[config.mk]
export PLATFORM = sky130hd
export DESIGN_NAME = wbb_top
export DESIGN_NICKNAME = d
export VERILOG_FILES = /design/src/rtl/wbb_pkg.sv /design/src/rtl/wbb_store.sv /design/src/rtl/wbb_snoop_cmp.sv /design/src/rtl/wbb_fsm.sv /design/src/rtl/wbb_top.sv
export SDC_FILE = /design/constraint.sdc
export NUM_CORES = 1
export LEC_CHECK = 0
export ABC_AREA = 1
export BUFFER_PORTS_ARGS = -buffer_cell sky130_fd_sc_hd__buf_2
export CAP_MARGIN = 20
export CELL_PAD_IN_SITES_DETAIL_PLACEMENT = 1
export CELL_PAD_IN_SITES_GLOBAL_PLACEMENT = 1
export CORE_UTILIZATION = 33
export CTS_BUF_LIST = sky130_fd_sc_hd__clkbuf_4
export DETAILED_ROUTE_END_ITERATION = 16
export GPL_ROUTABILITY_DRIVEN = 0
export PLACE_DENSITY_LB_ADDON = 0.05
export SYNTH_ARGS = -nofsm -noshare
export SYNTH_HDL_FRONTEND = slang
export SYNTH_SLANG_ARGS = --single-unit
[constraint.sdc]
create_clock -name clk -period 4.2 [get_ports clk]
set_input_delay 0.84 -clock clk [delete_from_list [all_inputs] [get_ports clk]]
set_output_delay 0.84 -clock clk [all_outputs]
set_load 0.05 [all_outputs]
[src/rtl/wbb_pkg.sv]
package wbb_pkg;
    typedef enum logic [1:0] {
        WB_EMPTY  = 2'd0,
        WB_PARKED = 2'd1,
        WB_ARBIT  = 2'd2
    } wb_state_t;

    typedef enum logic [1:0] {
        SNP_READ   = 2'b00,
        SNP_RDX    = 2'b01,
        SNP_WRBACK = 2'b10,
        SNP_NOP    = 2'b11
    } snp_cmd_t;
endpackage

[src/rtl/wbb_store.sv]
module wbb_store #(
    parameter int AW = 32,
    parameter int LW = 64
) (
    input  logic          clk,
    input  logic          rst_n,
    input  logic          load,
    input  logic [AW-1:0] vic_addr,
    input  logic [LW-1:0] vic_data,
    output logic [AW-1:0] line_addr,
    output logic [LW-1:0] line_data
);
    always_ff @(posedge clk) begin
        if (!rst_n) begin
            line_addr <= '0;
            line_data <= '0;
        end else if (load) begin
            line_addr <= vic_addr;
            line_data <= vic_data;
        end
    end
endmodule

[src/rtl/wbb_snoop_cmp.sv]
module wbb_snoop_cmp
    import wbb_pkg::*;
#(
    parameter int AW = 32
) (
    input  logic          entry_valid,
    input  logic          snoop_valid,
    input  logic [1:0]    snoop_cmd,
    input  logic [AW-1:0] snoop_addr,
    input  logic [AW-1:0] line_addr,
    output logic          hit
);
    logic [AW-1:0] bit_eq;
    logic          wants_data;

    for (genvar i = 0; i < AW; i++) begin : g_eq
        assign bit_eq[i] = ~(snoop_addr[i] ^ line_addr[i]);
    end

    always_comb begin
        unique case (snp_cmd_t'(snoop_cmd))
            SNP_READ, SNP_RDX:   wants_data = 1'b1;
            SNP_WRBACK, SNP_NOP: wants_data = 1'b0;
            default:             wants_data = 1'b0;
        endcase
    end

    assign hit = entry_valid & snoop_valid & wants_data & (&bit_eq);
endmodule

[src/rtl/wbb_fsm.sv]
module wbb_fsm
    import wbb_pkg::*;
(
    input  logic      clk,
    input  logic      rst_n,
    input  logic      vic_valid,
    input  logic      miss_done,
    input  logic      bus_gnt,
    input  logic      snp_hit,
    output wb_state_t state,
    output logic      load,
    output logic      entry_valid,
    output logic      vic_ready,
    output logic      bus_req,
    output logic      wb_fire
);
    wb_state_t nxt;

    always_comb begin
        nxt = state;
        unique case (state)
            WB_EMPTY:  if (vic_valid) nxt = WB_PARKED;
            WB_PARKED: if (snp_hit) nxt = WB_EMPTY;
                       else if (miss_done) nxt = WB_ARBIT;
            WB_ARBIT:  if (snp_hit || bus_gnt) nxt = WB_EMPTY;
            default:   nxt = WB_EMPTY;
        endcase
    end

    always_ff @(posedge clk) begin
        if (!rst_n) state <= WB_EMPTY;
        else        state <= nxt;
    end

    always_comb begin
        vic_ready   = 1'b0;
        bus_req     = 1'b0;
        entry_valid = 1'b0;
        load        = 1'b0;
        wb_fire     = 1'b0;
        unique case (state)
            WB_EMPTY: begin
                vic_ready = 1'b1;
                load      = vic_valid;
            end
            WB_PARKED: entry_valid = 1'b1;
            WB_ARBIT: begin
                entry_valid = 1'b1;
                bus_req     = 1'b1;
                wb_fire     = bus_gnt & ~snp_hit;
            end
            default: vic_ready = 1'b0;
        endcase
    end
endmodule

[src/rtl/wbb_top.sv]
module wbb_top
    import wbb_pkg::*;
#(
    parameter int AW = 32,
    parameter int LW = 64
) (
    input  logic          clk,
    input  logic          rst_n,
    input  logic          vic_valid,
    input  logic [AW-1:0] vic_addr,
    input  logic [LW-1:0] vic_data,
    output logic          vic_ready,
    input  logic          miss_done,
    output logic          bus_req,
    input  logic          bus_gnt,
    output logic          wb_valid,
    output logic [AW-1:0] wb_addr,
    output logic [LW-1:0] wb_data,
    input  logic          snoop_valid,
    input  logic [1:0]    snoop_cmd,
    input  logic [AW-1:0] snoop_addr,
    output logic          snp_dirty,
    output logic [LW-1:0] snp_data
);
    wb_state_t     state;
    logic          load, entry_valid, hit, fire;
    logic [AW-1:0] line_addr;
    logic [LW-1:0] line_data;

    wbb_fsm u_fsm (
        .clk(clk), .rst_n(rst_n), .vic_valid(vic_valid), .miss_done(miss_done),
        .bus_gnt(bus_gnt), .snp_hit(hit), .state(state), .load(load),
        .entry_valid(entry_valid), .vic_ready(vic_ready), .bus_req(bus_req),
        .wb_fire(fire)
    );

    wbb_store #(.AW(AW), .LW(LW)) u_store (
        .clk(clk), .rst_n(rst_n), .load(load), .vic_addr(vic_addr),
        .vic_data(vic_data), .line_addr(line_addr), .line_data(line_data)
    );

    wbb_snoop_cmp #(.AW(AW)) u_cmp (
        .entry_valid(entry_valid), .snoop_valid(snoop_valid), .snoop_cmd(snoop_cmd),
        .snoop_addr(snoop_addr), .line_addr(line_addr), .hit(hit)
    );

    assign wb_valid = fire;
    assign wb_addr  = line_addr;
    assign wb_data  = line_data;

    always_ff @(posedge clk) begin
        if (!rst_n) begin
            snp_dirty <= 1'b0;
            snp_data  <= '0;
        end else begin
            snp_dirty <= hit;
            if (hit) snp_data <= line_data;
        end
    end
endmodule

==> qor.yml <==
run_status:
  status: "finished clean"
placed_design:
  place_ws_ns: 0.903
  io_buffers: 298
  place_area_um2: 7930
  dp.cells: 1331
  dp_hpwl_um: 14300
die:
  initial_utilization: 0.337
  die_x_um: 141
  pin_count: 300
  die_area_um2: 19700
  die_h_um: 141
  core_area_um2: 18800
  num_rows: 50
setup_path:
  cp_max_fo: 29
  endpoint_kind: "output pin"
  worstSetupStartpointType: "flip-flop"
  critical-path-slowest-cell: "dfxtp_1"
  worst_ep_required_time_ns: 3.36
  path_class: "reg2out"
  path_buf_inv: 2
  slowest_delay_ns: 0.40
  path_cells: "inv_1 > ha_1 > nand2_1 > nor2_1 > nand2_1 > nor2_1 > nand3_1 > nor2_2 > nand3_4 > nand2_1 > nor2_1 > buf_2"
  arrival_ns: 2.58
  cp_top_family: "simple AND/OR/NAND/NOR gates"
sta:
  fin_crit_ns: 3.42
  drv_slew: 0
  fin_ws_ns: 0.782
  rsz0062_at_grt: "false"
  relSlewSlack: 0.451
  setup_violations: 0
  hold_viol: 0
  setup-tns-final_ns: 0
  fmax_mhz: 293
  period_share: 0.814
  worstMarginPinSlew_ns: 0.822
  finalClockSkew_ns: 0.0273
routing:
  drt_iter0_drc: 194
  drt-vias-per-instance: 4.56
  vias: 6236
  drcViolationCount: 0
  wl_per_cell_um: 14.9
  ant_nets: 0
  wirelength_um: 20400
  firstDrtPassIters: 4
finish:
  layout.cells.non_filler: 1367
  drive_gt1_frac: 0.303
  num-nets-final: 1255
  fin_util: 0.438
  final_cell_mix: "325 x nor2_1, 297 x buf_2, 163 x dfxtp_1"
  area_delta_synth_final_pct: 29.9
  final_design_area_no_fill_um2: 8220
  layout_commonest_cell: "nor2_1"
grt:
  grt_max_degree: 88
  use_met3: 0.0708
  grtUsageMet1: 0.250
  grt_pass1_wl_um: 31800
  grt-busiest-layer: "met2"
  grt_antenna_before_repair: 6
  grt_usage: 0.207
  grt_remaining_overflow: 0
  grt_pass1_vias: 5987
  gr-usage-met2: 0.351
clock_network:
  insertion_delay_ns: 0.55
  post_cts_buffers: 0
  cts_made_buffers: 17
  cts_root_buffer: "clkbuf_4"
  clock_sinks: 163
  cts_tree: "built"
  hold_buffers: 0
  clk_pin_slew_ns: 0.14
  ctsResizeCount: 0
  ctsLongestPathBuffers: 2
  cts.htree.levels: 4
yosys:
  synthesis.instances: 846
  synth_ff_type: "dfxtp_1"
  synth_sequential_area_ratio: 0.515
  async_reset_ff_frac: 0
  yosys_warnings: 0
  ys_ff_latch: 163
  syn-num-nets: 985
  avgSynthCellArea_um2: 7.49
  synthDistinctLibCells: 30
  syn_area_um2: 6330
  synth_edf_count: 0
pwr:
  p_leak_uw: 0.00402
  irDropWorstVdd_mv: 0.250
  powerDensity_nw_per_um2: 638
run:
  maxCapViolCount: 0
hold_path:
  hold_class: "reg2reg"
## tightest hold or removal path: cells and delay by family (launching register included)
kind | cells | cell delay, ns
flip-flops | 1 | 0.35
AND/OR/NAND/NOR | 2 | 0.13
## cell families (layout without fill, tap and decap cells)
group,Yosys count,in the layout,share of synthesized area
adder cells (fa/ha/maj),3,3,0.00593
AO/OA/AOI/OAI,177,177,0.143
AND/OR/NAND/NOR,398,398,0.245
XOR/XNOR,21,21,0.0302
other,0,4,0
buffers and inverters,84,367,0.0601
flip-flops,163,163,0.515
## final cells by class
class	count	area, µm²
fillers	2460	10500
flip-flops and latches	163	3260
multi-input cells	599	2700
repair buffers	302	1550
well taps	234	293
clock inverters	14	150
clock buffers	18	135
inverters	33	126
diodes	4	10.0
## power breakdown
part           switching, µW  internal [µW]
combinational           1750            536
sequential               205           1830
clock                    607            318
## synthesized netlist by cell type, types with 2 or more instances
cell type  count  share of area
xor2_1        14          0.019
a21oi_1       12         0.0095
nor3_1         2         0.0016
buf_1          3         0.0018
dfxtp_1      163           0.52
ha_1           3         0.0059
buf_2          2         0.0016
o21ai_1       10         0.0079
nor4_1         3         0.0030
buf_6          8          0.014
nand3b_1       2         0.0024
clkbuf_1      38          0.023
nand3_1        5         0.0040
inv_1         31          0.018
nand4_1        3         0.0030
or2_1          2         0.0020
xnor2_1        6         0.0083
nor2_2         2         0.0020
o21ai_0      151           0.12
nor2_1       325           0.19
nand2_1       52          0.031
## through the flow
| stage | total power [µW] | hold WS [ns] |
|---|---|---|
| 2_1_floorplan | 3760 | 0.480 |
| 3_3_place_gp | 4360 | 0.455 |
| 3_5_place_dp | 4390 | 0.465 |
| 4_1_cts | 5330 | 0.468 |
| 5_1_grt | 5600 | 0.480 |
| 6_report | 5250 | 0.494 |
## state kept, by name (all words and copies together), names as in the netlist
name	flops
snp_data	64
snp_dirty	1
u_fsm.state	2
u_store.line_addr	32
u_store.line_data	64
## per-layer routing
layer  share of wire  up-vias  wire length, µm
met5          0.0010        -               21
met4           0.013        4              267
met3           0.074       20             1510
met2            0.48      178             9720
met1            0.44     2797             8870
li1                -     3237                -
## worst paths after layout
| kind | startpoint | to | slack (ns) | cells after the start |
|---|---|---|---|---|
| min | snp_data[60] | snp_data[60] | 0.49 | 2 |
| max | u_fsm.state[0] | wb_valid | 0.78 | 12 |
| min reg2reg | snp_data[60] | snp_data[60] | 0.49 | 2 |
| max reg2reg | u_fsm.state[0] | snp_data[62] | 1.25 | 13 |
Power figures use the tool's default switching activity.
